### src/rtl/dma_rb_pkg.sv
package dma_rb_pkg;

    localparam int LEN_W = 8;
    localparam int STS_W = 8;
    localparam int DONE_BIT = 3;

    localparam logic [7:0] OFF_ID    = 8'h08;
    localparam logic [7:0] OFF_GCTRL = 8'h10;
    localparam logic [7:0] OFF_POLL  = 8'h14;
    localparam logic [7:0] OFF_CSEL  = 8'h18;
    localparam logic [7:0] OFF_CTRL  = 8'h1C;
    localparam logic [7:0] OFF_BASE  = 8'h20;
    localparam logic [7:0] OFF_LEN   = 8'h24;
    localparam logic [7:0] OFF_STS   = 8'h28;
    localparam logic [7:0] OFF_IE    = 8'h2C;
    localparam logic [7:0] OFF_PSEL  = 8'h40;
    localparam logic [7:0] OFF_PCTRL = 8'h44;
    localparam logic [7:0] OFF_MASK  = 8'hF4;

    localparam logic [31:0]      PCTRL_KEEP = 32'h0000_0F7C;
    localparam logic [STS_W-1:0] STS_W1C    = 8'h7E;

    typedef struct packed {
        logic [31:0]      base;
        logic [LEN_W-1:0] len;
        logic [STS_W-1:0] sts;
        logic [STS_W-1:0] ie;
        logic [1:0]       weight;
        logic             tx;
        logic             on;
        logic             poll_en;
        logic             poll_div4;
    } chan_regs_t;

    function automatic logic [31:0] ctrl_word(chan_regs_t c, logic busy);
        return 32'({c.weight, 7'b0, c.tx, 6'b0, busy, c.on});
    endfunction

    function automatic logic [31:0] poll_word(chan_regs_t c);
        return {c.poll_en, 24'b0, c.poll_div4, 6'b0};
    endfunction

    function automatic logic [31:0] id_word(int rev, int nport, int nch);
        return {12'(nch), 4'(nport), 11'b0, 5'(rev)};
    endfunction

endpackage

### src/rtl/dma_rb_chan.sv
module dma_rb_chan
    import dma_rb_pkg::*;
#(
    parameter int RST_CYC = 8
) (
    input  logic        clk,
    input  logic        rst,
    input  logic        eng_rst,
    input  logic        wr_ctrl,
    input  logic        wr_poll,
    input  logic        wr_base,
    input  logic        wr_len,
    input  logic        wr_sts,
    input  logic        wr_ie,
    input  logic [31:0] wdata,
    input  logic        done,
    output chan_regs_t  q,
    output logic        busy,
    output logic        irq_req
);

    localparam int CW = $clog2(RST_CYC + 1);

    logic [CW-1:0]    cnt;
    logic             finish;
    logic [STS_W-1:0] sts_n;

    assign busy    = (cnt != '0);
    assign finish  = (cnt == CW'(1));
    assign irq_req = |(q.sts & q.ie);

    always_comb begin
        sts_n = q.sts;
        if (wr_sts) sts_n = sts_n & ~(wdata[STS_W-1:0] & STS_W1C);
        if (done)   sts_n[DONE_BIT] = 1'b1;
    end

    always_ff @(posedge clk) begin
        if (rst || eng_rst) begin
            q   <= '0;
            cnt <= '0;
        end else begin
            if (wr_ctrl) begin
                q.on     <= wdata[0];
                q.tx     <= wdata[8];
                q.weight <= wdata[17:16];
            end
            if (wr_ctrl && wdata[1] && !busy) cnt <= CW'(RST_CYC);
            else if (busy)                    cnt <= cnt - CW'(1);
            if (wr_poll) begin
                q.poll_en   <= wdata[31];
                q.poll_div4 <= wdata[6];
            end
            if (wr_base) q.base <= wdata;
            if (wr_len)  q.len  <= wdata[LEN_W-1:0];
            if (wr_ie)   q.ie   <= wdata[STS_W-1:0];
            q.sts <= sts_n;
            if (finish) begin
                q.on  <= 1'b0;
                q.sts <= '0;
            end
        end
    end

    // at the end of a channel reset the channel is off and its status is clear
    p_rst_end_r4: assert property (@(posedge clk) disable iff (rst)
        $fell(busy) |-> (!q.on && q.sts == '0));

    // a completion strobe sets the descriptor-complete bit
    p_done_sets_r6: assert property (@(posedge clk) disable iff (rst)
        (done && !eng_rst && !finish) |=> q.sts[DONE_BIT]);

    // written ones in the clear field leave those bits at 0
    p_w1c_r7: assert property (@(posedge clk) disable iff (rst)
        (wr_sts && !done && !eng_rst) |=> ((q.sts & $past(wdata[STS_W-1:0]) & STS_W1C) == '0));

    // an engine reset empties the channel
    p_eng_clear_r10: assert property (@(posedge clk) disable iff (rst)
        eng_rst |=> (q == '0 && !busy));

endmodule

### src/rtl/dma_rb_port.sv
module dma_rb_port
    import dma_rb_pkg::*;
(
    input  logic        clk,
    input  logic        rst,
    input  logic        we,
    input  logic [31:0] wdata,
    output logic [31:0] q
);

    always_ff @(posedge clk) begin
        if (rst)     q <= '0;
        else if (we) q <= wdata & PCTRL_KEEP;
    end

    // bits outside the kept fields never become set
    p_pctrl_fields_r12: assert property (@(posedge clk) disable iff (rst)
        we |=> ((q & ~PCTRL_KEEP) == '0));

endmodule

### src/rtl/dma_regbank.sv
module dma_regbank
    import dma_rb_pkg::*;
#(
    parameter int NCH     = 20,
    parameter int NPORT   = 4,
    parameter int REV     = 3,
    parameter int RST_CYC = 8
) (
    input  logic             clk,
    input  logic             rst,
    input  logic             wr_en,
    input  logic [7:0]       addr,
    input  logic [31:0]      wdata,
    output logic [31:0]      rdata,
    input  logic [NCH-1:0]   desc_done,
    output logic             irq
);

    localparam int CSW = (NCH > 1) ? $clog2(NCH) : 1;
    localparam int PSW = (NPORT > 1) ? $clog2(NPORT) : 1;
    localparam logic [31:0] ID_VAL = id_word(REV, NPORT, NCH);

    logic [CSW-1:0]  chan_sel;
    logic [PSW-1:0]  port_sel;
    logic [NCH-1:0]  mask;
    chan_regs_t      cr [NCH];
    logic [NCH-1:0]  busy;
    logic [NCH-1:0]  irq_req;
    logic [31:0]     pr [NPORT];
    logic            eng_rst;

    assign eng_rst = wr_en && (addr == OFF_GCTRL) && wdata[0];

    always_ff @(posedge clk) begin
        if (rst) begin
            chan_sel <= '0;
            port_sel <= '0;
            mask     <= '0;
        end else if (wr_en) begin
            if (addr == OFF_CSEL && wdata < 32'(NCH))   chan_sel <= wdata[CSW-1:0];
            if (addr == OFF_PSEL && wdata < 32'(NPORT)) port_sel <= wdata[PSW-1:0];
            if (addr == OFF_MASK)                       mask     <= wdata[NCH-1:0];
        end
    end

    for (genvar i = 0; i < NCH; i++) begin : g_chan
        logic hit;
        assign hit = wr_en && (chan_sel == CSW'(i));
        dma_rb_chan #(.RST_CYC(RST_CYC)) u_chan (
            .clk     (clk),
            .rst     (rst),
            .eng_rst (eng_rst),
            .wr_ctrl (hit && addr == OFF_CTRL),
            .wr_poll (hit && addr == OFF_POLL),
            .wr_base (hit && addr == OFF_BASE),
            .wr_len  (hit && addr == OFF_LEN),
            .wr_sts  (hit && addr == OFF_STS),
            .wr_ie   (hit && addr == OFF_IE),
            .wdata   (wdata),
            .done    (desc_done[i]),
            .q       (cr[i]),
            .busy    (busy[i]),
            .irq_req (irq_req[i])
        );
    end

    for (genvar p = 0; p < NPORT; p++) begin : g_port
        dma_rb_port u_port (
            .clk   (clk),
            .rst   (rst),
            .we    (wr_en && addr == OFF_PCTRL && port_sel == PSW'(p)),
            .wdata (wdata),
            .q     (pr[p])
        );
    end

    assign irq = |(irq_req & mask);

    always_comb begin
        case (addr)
            OFF_ID:    rdata = ID_VAL;
            OFF_POLL:  rdata = poll_word(cr[chan_sel]);
            OFF_CSEL:  rdata = 32'(chan_sel);
            OFF_CTRL:  rdata = ctrl_word(cr[chan_sel], busy[chan_sel]);
            OFF_BASE:  rdata = cr[chan_sel].base;
            OFF_LEN:   rdata = 32'(cr[chan_sel].len);
            OFF_STS:   rdata = 32'(cr[chan_sel].sts);
            OFF_IE:    rdata = 32'(cr[chan_sel].ie);
            OFF_PSEL:  rdata = 32'(port_sel);
            OFF_PCTRL: rdata = pr[port_sel];
            OFF_MASK:  rdata = 32'(mask);
            default:   rdata = '0;
        endcase
    end

    // an out-of-range select leaves the selection alone
    p_sel_range_r2: assert property (@(posedge clk) disable iff (rst)
        (wr_en && addr == OFF_CSEL && wdata >= 32'(NCH)) |=> $stable(chan_sel));

    // no interrupt without a mask bit
    p_irq_mask_r8: assert property (@(posedge clk) disable iff (rst)
        irq |-> (mask != '0));

    // an unmapped offset reads zero
    p_unmapped_r13: assert property (@(posedge clk) disable iff (rst)
        (addr == 8'h00 || addr == 8'hFC) |-> (rdata == '0));

endmodule

### config.mk
export PLATFORM = sky130hd
export DESIGN_NAME = dma_regbank
export DESIGN_NICKNAME = d
export VERILOG_FILES = /design/src/rtl/dma_rb_pkg.sv /design/src/rtl/dma_rb_chan.sv /design/src/rtl/dma_rb_port.sv /design/src/rtl/dma_regbank.sv
export SDC_FILE = /design/constraint.sdc
export NUM_CORES = 2
export LEC_CHECK = 0
export BUFFER_PORTS_ARGS = -buffer_cell sky130_fd_sc_hd__buf_2
export CAP_MARGIN = 20
export CELL_PAD_IN_SITES_DETAIL_PLACEMENT = 1
export CELL_PAD_IN_SITES_GLOBAL_PLACEMENT = 1
export CORE_UTILIZATION = 40
export CTS_BUF_LIST = sky130_fd_sc_hd__clkbuf_16
export DETAILED_ROUTE_END_ITERATION = 16
export PLACE_DENSITY_LB_ADDON = 0.25
export SLEW_MARGIN = 20
export SYNTH_ARGS = -nofsm -noshare
export SYNTH_HDL_FRONTEND = slang
export SYNTH_HIERARCHICAL = 1
export SYNTH_SLANG_ARGS = --single-unit
### constraint.sdc
create_clock -name clk -period 3.4 [get_ports clk]
set_input_delay 0.34 -clock clk [delete_from_list [all_inputs] [get_ports clk]]
set_output_delay 0.34 -clock clk [all_outputs]
set_load 0.005 [all_outputs]
==> results by group <==
Timing
  • Actual slew at the worst max-slew pin: 1.10 ns
  • Worst Setup Slack, final: -0.475 ns
  • Final Setup Violations: 32
  • Crit share post-route: 114%
  • Post-route setup TNS: -9.90 ns
  • Fin. Hold Viols: 0
  • Min Tclk post-route: 3.88 ns
  • RSZ-0062 raised after global routing: true
  • Max Clock Skew: 0.0249 ns
  • Slew Viols, Final: 0
  • Peak Freq: 0.258 GHz
  • Slew headroom: 26.4%

Floorplan
  • Die area: 161,000 um2
  • Core ar.: 157,000 um2
  • # rows: 145
  • Die Wd: 401 um
  • Initial Utilization: 40.5%
  • # IOs: 96
  • Die height: 401 um

Drt
  • WL/cell: 28.8 um
  • Drt first pass iters: 5
  • ANT nets after route: 0
  • DRC viols: 0
  • Starting DRT DRC Count: 3,775
  • Mean number of vias per cell: 5.79
  • Final WL: 244,000 um
  • Via Count: 49.0k

Setup path
  • Data required time of the worst path: 3.06 ns
  • Worst reg2reg path startpoint: chan_sel[4]
  • Crit path max fanout: 5
  • CP cell instances: buf_12, buf_12, buf_16, buf_12, mux4_2, mux4_2, a211oi_2, o211ai_1, buf_2
  • Buf/Inv on CP: 5
  • Crit start category: register
  • Reg2Reg Depth: 11
  • Top delay family on crit path: multiplexers
  • Setup CP Type: reg2out
  • Critical Path Most Common Cell: buf_12
  • Critical path arrival: 3.54 ns
  • Critical Path End Type: output port
  • CP Launch Point: chan_sel[0]
  • Crit-path slowest cell: mux4_2
  • Crit-path max cell delay: 0.58 ns
  • Crit path depth: 9

Clocking
  • Clock transition at path regs: 0.06 ns
  • Root buf cell: clkbuf_16
  • Sinks on Clock Net: 1,343
  • Worst-Skew Late Latency: 0.81 ns
  • Inserted Clock Buffers: 153
  • CTS tree: built
  • CTS Buffer Depth: 3
  • H-tree Lvls: 4

Yosys
  • Most frequent cells after synthesis: dfxtp_1, nor2_1, mux2i_1
  • Main synth FF type: dfxtp_1
  • Mapped Cells: 5,970
  • Count leader, synth: dfxtp_1
  • Synth top area cells: dfxtp_1, mux2i_1, mux4_2
  • Register area share after synthesis: 42.3%
  • Ys async rst share: 0%
  • Syn Area/Cell: 10.6 um2
  • Post-Syn Area: 63,600 um2
  • Ys Warns: 6
  • Yosys top cell area share: 42.3%
  • Synth Register Bits: 1,343
  • Most area-hungry cell type in the Yosys netlist: dfxtp_1
  • Distinct cell type count after synthesis: 60
  • Post-synth EDFFs: 0

Power
  • Leak: 25.6 nW
  • Max VDD drop: 0.566 mV
  • Pwr Total: 0.0380 W
  • PwrDens: 509 nW/um2

Placed design
  • Setup WS pre-CTS: 0.0296 ns
  • I/O Buffers: 95
  • Placed cell area: 67,200 um2
  • Hpwl dp: 161,000 um
  • Routability cong.: 0.948

Run status
  • Failing checks: setup timing
  • Outcome: finished with violations

Run
  • Max_cap viols: 0

Global routing
  • Initial antenna violation count: 20
  • Gr usage total: 29.7%
  • GRT overflow: 0
  • Largest net degree at the start of global routing: 74
  • Global-route wire length before repair: 355,000 um
  • Vias in the first global route: 51.0k

Layout
  • Fin area: 74,700 um2
  • NumNets Final: 6,394
  • P&R area growth vs syn: 17.5%
  • Share of cells above drive strength 1: 24.1%
  • Fin util: 47.6%

Min path
  • Hold depth: 3
  • Worst hold path type: in2reg
  • Hold Startpoint: wdata[2]
-- kinds of logic after synthesis --
family                     count (synthesis)  synth area share [%]
buffers and inverters                    605                  6.52
muxes                                   1551                  31.6
DFF                                     1343                  42.3
and+or+nand+nor                         1999                  14.2
adders and majority gates                 40                 0.787
AOI/OAI and AO/OA                        408                  4.48
other                                     24                 0.142
-- layout by cell type (no fill, tap or decap), types with 40 or more instances in the layout --
master,n
or2_2,40
conb_1,132
a22oi_1,81
nor2_1,1173
mux2i_1,1147
buf_12,96
buf_2,86
mux4_2,360
nor2_2,121
inv_1,92
nor2b_1,56
nand2_1,232
nand3_1,83
clkbuf_16,169
a21oi_1,102
dfxtp_1,1327
and3_1,103
buf_4,334
-- worst register-to-register path, stage by stage, from the launching register on --
cell	delay, ns
dfxtp_1	0.43
buf_4	0.25
inv_1	0.11
nand2_1	0.19
nor3_1	0.20
buf_4	0.17
nand3_1	0.51
nor2_1	0.36
buf_4	0.22
nand2_1	0.12
a211o_1	0.34
o21ai_1	0.10
-- power breakdown --
part | internal [W] | total [W] | switching, W
combinational | 0.00237 | 0.00512 | 0.00275
clock | 0.00907 | 0.0161 | 0.00698
sequential | 0.0162 | 0.0169 | 0.000646
total | 0.0277 | 0.0380 | 0.0104
-- flip-flops by register name, summed over array words and instances, names as in the netlist --
| register | cells |
|---|---|
| chan_sel | 5 |
| g_chan.u_chan/cnt | 80 |
| g_chan.u_chan/q | 1200 |
| g_port.u_port/q | 36 |
| mask | 20 |
| port_sel | 2 |
-- layer usage --
metal | GRT usage (%) | part of all wire (%)
met3 | 4.73 | 6.0
met5 | 0 | 0.028
met1 | 37.9 | 42
met2 | 49.1 | 47
met4 | 14.0 | 4.7
-- worst paths after layout --
| kind | end | slack [ns] |
|---|---|---|
| hold reg to reg | mask[5] | 0.49 |
| hold / removal | g_chan[16].u_chan/q[24] | 0.07 |
| setup / recovery | rdata[3] | -0.48 |
| setup reg to reg | g_chan[12].u_chan/cnt[3] | 0.31 |
-- timing repair --
action,in CTS,in global routing
endpoints found under the hold margin,48,0
pin swaps,34,38
hold buffers,30,0
buffers inserted,53,39
setup endpoints to repair,33,33
gates resized for setup,176,74
cloned,14,10
-- final cells by class --
type,count,area [um2]
flip-flops and latches,1343,26900
fillers,16900,82200
inverters,65,244
repair buffers,598,6300
clock buffers,160,4000
diodes,4,10.0
clock inverters,113,739
well taps,2058,2570
multi-input cells,4130,33900
-- per-stage QoR --
| stage | hold WS, ns | instances |
|---|---|---|
| finish | 0.0689 | 8471 |
| global route | 0.0773 | 8467 |
| CTS | 0.0112 | 8428 |
| detailed placement | 0.474 | 8061 |
| global placement | 0.462 | 8060 |
| floorplan | 0.449 | 6078 |
Power figures use the tool's default switching activity.
